File: config.mk
export PLATFORM = sky130hd
export DESIGN_NAME = reload_timer16
export DESIGN_NICKNAME = d
export VERILOG_FILES = /design/src/rtl/rt16_pkg.sv /design/src/rtl/rt16_latch.sv /design/src/rtl/rt16_counter.sv /design/src/rtl/rt16_flag.sv /design/src/rtl/rt16_rdmux.sv /design/src/rtl/reload_timer16.sv
export SDC_FILE = /design/constraint.sdc
export NUM_CORES = 1
export LEC_CHECK = 0
export CAP_MARGIN = 40
export CORE_ASPECT_RATIO = 0.8
export CORE_MARGIN = 2
export CORE_UTILIZATION = 54
export DETAILED_ROUTE_END_ITERATION = 7
export PLACE_DENSITY = 0.8
export SYNTH_ARGS = -nofsm -noshare
export SYNTH_HDL_FRONTEND = slang
export SYNTH_SLANG_ARGS = --single-unit
File: constraint.sdc
create_clock -name clk -period 3.17 [get_ports clk]
set_input_delay 0.634 -clock clk [delete_from_list [all_inputs] [get_ports clk]]
set_output_delay 0.634 -clock clk [all_outputs]
set_load 0.02 [all_outputs]
File: src/rtl/rt16_pkg.sv
package rt16_pkg;

    typedef enum logic [1:0] {
        SEL_CNT_LO = 2'd0,
        SEL_CNT_HI = 2'd1,
        SEL_LAT_LO = 2'd2,
        SEL_LAT_HI = 2'd3
    } reg_sel_e;

endpackage

File: src/rtl/rt16_latch.sv
module rt16_latch #(
    parameter int CNT_W = 16,
    localparam int HALF = CNT_W / 2
) (
    input  logic             clk,
    input  logic             rst_n,
    input  logic             wr_lo,
    input  logic             wr_hi,
    input  logic [HALF-1:0]  wdata,
    output logic [CNT_W-1:0] latch_q
);

    typedef struct packed {
        logic [HALF-1:0] hi;
        logic [HALF-1:0] lo;
    } latch_t;

    latch_t st_d, st_q;

    always_comb begin
        st_d = st_q;
        if (wr_lo) st_d.lo = wdata;
        if (wr_hi) st_d.hi = wdata;
    end

    always_ff @(posedge clk) begin
        if (!rst_n) st_q <= '1;
        else        st_q <= st_d;
    end

    assign latch_q = st_q;

    p_lo_keep_hi_r2: assert property (@(posedge clk) disable iff (!rst_n)
        wr_lo && !wr_hi |=> latch_q[CNT_W-1:HALF] == $past(latch_q[CNT_W-1:HALF]));

endmodule

File: src/rtl/rt16_counter.sv
module rt16_counter #(
    parameter int CNT_W = 16,
    localparam int HALF = CNT_W / 2
) (
    input  logic             clk,
    input  logic             rst_n,
    input  logic             tick,
    input  logic             load,
    input  logic [HALF-1:0]  load_hi,
    input  logic             cont,
    input  logic [CNT_W-1:0] latch_q,
    output logic [CNT_W-1:0] count_q,
    output logic             reach_zero
);

    localparam logic [CNT_W-1:0] ALL_ONES = '1;

    typedef struct packed {
        logic [CNT_W-1:0] cnt;
    } cnt_t;

    cnt_t st_d, st_q;

    always_comb begin
        st_d = st_q;
        if (load) begin
            st_d.cnt = {load_hi, latch_q[HALF-1:0]};
        end else if (tick) begin
            if (cont && st_q.cnt == ALL_ONES) st_d.cnt = latch_q;
            else                              st_d.cnt = st_q.cnt - 1'b1;
        end
    end

    assign reach_zero = tick && !load && (st_d.cnt == '0);

    always_ff @(posedge clk) begin
        if (!rst_n) st_q.cnt <= ALL_ONES;
        else        st_q     <= st_d;
    end

    assign count_q = st_q.cnt;

    p_hold_r5: assert property (@(posedge clk) disable iff (!rst_n)
        !tick && !load |=> $stable(count_q));

    p_step_r5: assert property (@(posedge clk) disable iff (!rst_n)
        tick && !load && count_q != ALL_ONES |=> count_q == $past(count_q) - 1'b1);

    p_reload_r6: assert property (@(posedge clk) disable iff (!rst_n)
        tick && !load && cont && count_q == ALL_ONES |=> count_q == $past(latch_q));

    p_wrap_r10: assert property (@(posedge clk) disable iff (!rst_n)
        tick && !load && !cont && count_q == '0 |=> count_q == ALL_ONES);

endmodule

File: src/rtl/rt16_flag.sv
module rt16_flag (
    input  logic clk,
    input  logic rst_n,
    input  logic reach_zero,
    input  logic cont,
    input  logic arm,
    input  logic clr,
    output logic flag_q
);

    typedef struct packed {
        logic flag;
        logic armed;
    } flag_t;

    flag_t st_d, st_q;
    logic  set_ev;

    always_comb begin
        st_d   = st_q;
        set_ev = reach_zero && (cont || st_q.armed);
        if (arm) begin
            st_d.flag  = 1'b0;
            st_d.armed = 1'b1;
        end else if (set_ev) begin
            st_d.flag = 1'b1;
            if (!cont) st_d.armed = 1'b0;
        end else if (clr) begin
            st_d.flag = 1'b0;
        end
    end

    always_ff @(posedge clk) begin
        if (!rst_n) st_q <= '0;
        else        st_q <= st_d;
    end

    assign flag_q = st_q.flag;

    p_set_r7: assert property (@(posedge clk) disable iff (!rst_n)
        reach_zero && cont && !arm |=> flag_q);

    p_set_wins_r12: assert property (@(posedge clk) disable iff (!rst_n)
        set_ev && clr |=> flag_q);

    p_clear_r8: assert property (@(posedge clk) disable iff (!rst_n)
        clr && !reach_zero && !arm |=> !flag_q);

    p_single_r10: assert property (@(posedge clk) disable iff (!rst_n)
        !cont && reach_zero && !arm |=> !st_q.armed);

endmodule

File: src/rtl/rt16_rdmux.sv
module rt16_rdmux
    import rt16_pkg::*;
#(
    parameter int CNT_W = 16,
    localparam int HALF = CNT_W / 2
) (
    input  reg_sel_e         sel,
    input  logic [CNT_W-1:0] count_q,
    input  logic [CNT_W-1:0] latch_q,
    output logic [HALF-1:0]  rdata
);

    always_comb begin
        unique case (sel)
            SEL_CNT_LO: rdata = count_q[HALF-1:0];
            SEL_CNT_HI: rdata = count_q[CNT_W-1:HALF];
            SEL_LAT_LO: rdata = latch_q[HALF-1:0];
            default:    rdata = latch_q[CNT_W-1:HALF];
        endcase
    end

endmodule

File: src/rtl/reload_timer16.sv
module reload_timer16
    import rt16_pkg::*;
#(
    parameter int CNT_W    = 16,
    parameter int ACR_W    = 8,
    parameter int MODE_BIT = 6,
    localparam int HALF    = CNT_W / 2
) (
    input  logic            clk,
    input  logic            rst_n,
    input  logic            tick,
    input  logic [ACR_W-1:0] aux_ctrl,
    input  logic [1:0]      addr,
    input  logic            wr_en,
    input  logic [HALF-1:0] wdata,
    input  logic            rd_en,
    output logic [HALF-1:0] rdata,
    output logic            irq_flag
);

    reg_sel_e         sel;
    logic             wr_cnt_lo, wr_cnt_hi, wr_lat_lo, wr_lat_hi, rd_cnt_lo;
    logic             cont;
    logic [CNT_W-1:0] latch_q, count_q;
    logic             reach_zero;
    logic             unused_aux;

    assign sel        = reg_sel_e'(addr);
    assign wr_cnt_lo  = wr_en && sel == SEL_CNT_LO;
    assign wr_cnt_hi  = wr_en && sel == SEL_CNT_HI;
    assign wr_lat_lo  = wr_en && sel == SEL_LAT_LO;
    assign wr_lat_hi  = wr_en && sel == SEL_LAT_HI;
    assign rd_cnt_lo  = rd_en && sel == SEL_CNT_LO;
    assign cont       = aux_ctrl[MODE_BIT];
    assign unused_aux = ^aux_ctrl;

    rt16_latch #(.CNT_W(CNT_W)) u_latch (
        .clk    (clk),
        .rst_n  (rst_n),
        .wr_lo  (wr_cnt_lo || wr_lat_lo),
        .wr_hi  (wr_cnt_hi || wr_lat_hi),
        .wdata  (wdata),
        .latch_q(latch_q)
    );

    rt16_counter #(.CNT_W(CNT_W)) u_counter (
        .clk       (clk),
        .rst_n     (rst_n),
        .tick      (tick),
        .load      (wr_cnt_hi),
        .load_hi   (wdata),
        .cont      (cont),
        .latch_q   (latch_q),
        .count_q   (count_q),
        .reach_zero(reach_zero)
    );

    rt16_flag u_flag (
        .clk       (clk),
        .rst_n     (rst_n),
        .reach_zero(reach_zero),
        .cont      (cont),
        .arm       (wr_cnt_hi),
        .clr       (rd_cnt_lo || wr_lat_hi),
        .flag_q    (irq_flag)
    );

    rt16_rdmux #(.CNT_W(CNT_W)) u_rdmux (
        .sel    (sel),
        .count_q(count_q),
        .latch_q(latch_q),
        .rdata  (rdata)
    );

    p_start_r3: assert property (@(posedge clk) disable iff (!rst_n)
        wr_cnt_hi |=> count_q == latch_q && !irq_flag);

    p_lathi_r4: assert property (@(posedge clk) disable iff (!rst_n)
        wr_lat_hi && !tick |=> $stable(count_q) && !irq_flag);

    p_lowr_r2: assert property (@(posedge clk) disable iff (!rst_n)
        (wr_cnt_lo || wr_lat_lo) && !tick |=> $stable(count_q));

    p_collide_r12: assert property (@(posedge clk) disable iff (!rst_n)
        wr_cnt_hi && tick |=> count_q == latch_q);

endmodule

# Word-level counts from Yosys, hierarchy flattened
# Cells that the tools add are included.
# op_classes
add_sub_neg,1
eq_ne,5
n_mux,9
bitwise,1
reduce_logical,20
# op_table
operator,count
$mux W16,3
$pmux W8 S3,1
$eq A16 B16 Y1 const B,1
$logic_not A16 Y1,1
$sub A16 B1 Y16 const B,1
$logic_and A1 B1 Y1,9
$mux W1,5
$eq A2 B2 Y1 const B,2
$logic_or A1 B1 Y1,4
$reduce_bool A2 Y1,2
$eq A2 B1 Y1 const B,1
$logic_not A2 Y1,1
$ne A2 B1 Y1 const B,1
$reduce_and A2 Y1,1
$reduce_or A2 Y1,1
$logic_not A1 Y1,1
$not A1 Y1,1
# totals
register_bits,34
out_inout_bits,9
elab_cells,41

# Depth between registers and ports, before layout
# depth
depth_word,10
ltp_mapped,10

# Modules after synthesis
# A second synthesis with hierarchy kept.
# unflattened
cells_unflattened,232
area_unflattened_um2,2138.3
# by_module_without_submodules
module,instances,cells_each,area_per_inst_um2,seq_area_each_um2
rt16_counter,1,156,1249.9,320.3
rt16_latch,1,52,575.6,320.3
rt16_rdmux,1,10,196.4,0.0
rt16_flag,1,9,80.1,40.0
reload_timer16,1,5,36.3,0.0

# Worst setup path after synthesis
# OpenSTA, ideal clock, no wires.
# synth_timing
path_type,register -> register
start,register u_counter.st_q (netlist bit u_counter.count_q[0])
end,register u_flag.st_q[0] (netlist bit)
arrival_ns,2.267
t_required_ns,3.041
slack_ns,0.774
stages_incl_launch_ff,11
path_buffers,0
period_less_slack_ns,2.396
cell_sequence,dfxtp_1 -> inv_1 -> ha_1 -> or4b_4 -> or3_4 -> nor2_2 -> xnor2_1 -> o32a_1 -> nand4_1 -> nor4_2 -> a21oi_1
# synth_via
elab_chain_len,10
elab_cells_between_ends,11
# synth_lines
item,line,text
start: declaration,rt16_counter.sv:22,"cnt_t st_d, st_q;"
start signal: assignment,rt16_counter.sv:38,else st_q <= st_d;
branches (longest 3 deep; another with $sub A16 B1 Y16),n/a,
$mux W16 *,rt16_counter.sv:28,end else if (tick) begin
$mux W16 *,rt16_counter.sv:26,if (load) begin
$logic_not A16 Y1 *,rt16_counter.sv:34,assign reach_zero = tick && !load && (st_d.cnt == '0);
$logic_and A1 B1 Y1 *,rt16_counter.sv:34,
$logic_and A1 B1 Y1 *,rt16_flag.sv:21,set_ev = reach_zero && (cont || st_q.armed);
$reduce_bool A2 Y1 (no line) *,n/a,
$reduce_and A2 Y1 (no line) *,n/a,
end signal: assignment,rt16_flag.sv:35,else st_q <= st_d;
end: declaration,rt16_flag.sv:16,"flag_t st_d, st_q;"
# Mark *: on every way between the ends.
# A chain may end at the register's enable or synchronous reset.

# Worst setup path in the final report
# layout_timing
start,input port addr[0]
end,output port rdata[7]
# layout_via
elab_chain_len,2
elab_cells_between_ends,4
# layout_lines
item,line,text
start: declaration,reload_timer16.sv:13,"input logic [1:0] addr,"
$eq A2 B2 Y1 (tied with other cells),rt16_rdmux.sv:14,unique case (sel)
$pmux W8 S3 *,rt16_rdmux.sv:14,
end: declaration,reload_timer16.sv:17,"output logic [HALF-1:0] rdata,"
# Every way passes the cells marked *; elsewhere a longest branch is shown, timed or not.

==> results.json <==
{
  "status": "finished clean",
  "grt_max_degree": 35,
  "io_pins": 32,
  "grt_use_total": 0.3173,
  "die_w_um": 74.85,
  "fin_nets": 326,
  "final-max-slew-violation-count": 0,
  "cts_tree": "yes",
  "synth.top_cell.area_share": 0.3139,
  "worst-r2r-cell-count": 9,
  "antenna_found_initial": 0,
  "irDropWorstVdd_v": 0.0002803,
  "ant_nets": 0,
  "synth.area.top_cells": "dfxtp_1, nand2_1, mux4_2",
  "worst_slew_margin_rel": 0.5360,
  "synth_common_cells": "nand2_1, dfxtp_1, nand3_1",
  "finalCritPeriodShare": 0.9735,
  "cp_data_required_time_ns": 2.54,
  "drtPass1Iterations": 5,
  "synth-edff-count": 0,
  "yosysSeqAreaShare": 0.3139,
  "die_h_um": 60.68,
  "first_iter_violations": 412,
  "grt_pass1_vias": 2092,
  "final-setup-viol-count": 0,
  "avgRoutedWirePerCell_um": 18.78,
  "drive_above_1_share": 0.1987,
  "min_delay_path_depth": 2,
  "fin_worst_skew_ns": 0.004625,
  "clockRootBuffer": "clkbuf_8",
  "grt_pass1_wl_um": 10550,
  "clkSinkCount": 34,
  "diodes": 0,
  "clk_latency_ns": 0.29,
  "critical_path_class": "primary input to output port",
  "cts-htree-levels": 2,
  "clockBufferDepth": 2,
  "synth_seq_cells": 34,
  "synth_nets": 291,
  "cts_setup_buffers": 0,
  "utilization": 0.7013,
  "fill_cells": 316,
  "worstPathArrival_ns": 2.45,
  "grt_overflow": 0,
  "port_buffers": 24,
  "tightest_slew_ns": 0.6945,
  "power_density_nw_per_um2": 435.9,
  "synth_top_cell_by_area": "dfxtp_1",
  "endpoint_kind": "output port",
  "routed_wl_um": 6705,
  "rows": 20,
  "avgSynthCellArea_sq_um": 8.152,
  "cts_hold_buf": 0,
  "drc_errors": 0,
  "clk_pin_slew_ns": 0.07,
  "crit_path_start_kind": "primary input",
  "hold_viol_final": 0,
  "initial_core_util": 0.5663,
  "dr_total_vias": 2304,
  "yosysMostFrequentCell": "nand2_1",
  "hpwlAfterDp_um": 4891,
  "max_freq_ghz": 0.3240,
  "hold_class": "flip-flop to flip-flop",
  "place_congestion": 0.9478,
  "cts-resized-gates": 0,
  "coreArea_sq_um": 3829,
  "async_reset_ff_frac": 0,
  "p_leak_nw": 1.035,
  "areaGrowthSynthToFinish_pct": 23.83,
  "drv_cap": 0,
  "synth_cell_types": 60,
  "crit_fanout": 6,
  "ys.flop_type": "dfxtp_1",
  "netlist_instances": 266,
  "yosys_warnings": 0,
  "min_period_ns": 3.086,
  "die_area_sq_um": 4541,
  "netlist_area_sq_um": 2168,
  "avgViaCountPerCell": 6.454,
  "p_total_mw": 1.170,
  "numCtsBuffers": 5
}
[final cells by class]
cell class | count | area (sq um) | area share
clock buffer | 7 | 86.33 | 0.03215
clock inverter | 1 | 5.005 | 0.001864
inverter | 4 | 15.01 | 0.005592
multi-input combinational | 206 | 1381 | 0.5144
sequential | 34 | 680.7 | 0.2535
tap | 55 | 68.82 | 0.02563
timing repair buffer | 50 | 447.9 | 0.1668
[sequential cells by signal, indices dropped and copies added (netlist names)]
| name | count |
|---|---|
| u_latch.latch_q | 16 |
| u_counter.count_q | 16 |
| u_flag.flag_q | 1 |
| u_flag.st_q | 1 |
[cell families after synthesis]
kind of cell	synth area share
AO/OA/AOI/OAI	0.1800
flip-flops	0.3139
XOR/XNOR	0.02020
buffers and inverters	0.05481
multiplexers	0.08309
AND/OR/NAND/NOR	0.3364
adder cells (fa/ha/maj)	0.01154
[routing by layer]
metal  share of wire  vias to the layer above  GRT usage
li1                -                     1048          -
met1            0.43                     1084     0.4515
met2            0.44                      145     0.4687
met3            0.11                       27    0.06811
met4           0.022                        0     0.1327
met5               0                        -          0
[critical path, stage by stage]
cell and delay, ns:
clkdlybuf4s50_1 0.55, buf_4 0.20, mux4_2 0.52, clkdlybuf4s50_1 0.55
[placed cells by master, fill, tap and decap left out, drive strengths merged, types with 2 or more instances in the layout]
master / instances
nor4: 7
buf: 26
a31oi: 2
mux4: 8
a21oi: 10
nor3: 8
a221oi: 2
nand2: 61
o22ai: 6
nand4: 5
or3: 2
nand3: 21
nor2: 17
a211oi: 5
o21ai: 8
nor4b: 2
ha: 2
clkbuf: 7
xor2: 3
or4: 2
and3: 2
o311ai: 4
dfxtp: 34
inv: 4
nor2b: 2
a311oi: 3
clkdlybuf4s50: 24
nand2b: 3
and2: 3
xnor2: 2
[power by group]
part           internal (mW)  switching (mW)  leakage (nW)
logic                  0.162           0.165         0.707
registers              0.457          0.0461         0.280
clock network          0.175           0.165        0.0482
total                  0.794           0.376          1.04
[through the flow]
step | std cells | hold WS (ns) | worst slack (ns) | cell area (sq um) | setup TNS, ns
2_1_floorplan | 266 | 0.4495 | 0.7743 | 2168 | 0
3_3_place_gp | 349 | 0.4700 | -0.1010 | 2581 | -0.1847
3_5_place_dp | 349 | 0.4787 | -0.1358 | 2581 | -0.2451
4_1_cts | 357 | 0.4881 | 0.08284 | 2673 | 0
5_1_grt | 357 | 0.5007 | -0.0009523 | 2685 | -0.0009523
6_report | 357 | 0.4858 | 0.08402 | 2685 | 0
[final timing paths]
check                       start                   to  slack, ns
min reg2reg   u_latch.latch_q[15]  u_latch.latch_q[15]       0.49
max                       addr[0]             rdata[7]       0.08
min           u_latch.latch_q[15]  u_latch.latch_q[15]       0.49
max reg2reg  u_counter.count_q[0]       u_flag.st_q[0]       0.31
Note: power is estimated with default switching activity, not from simulation.
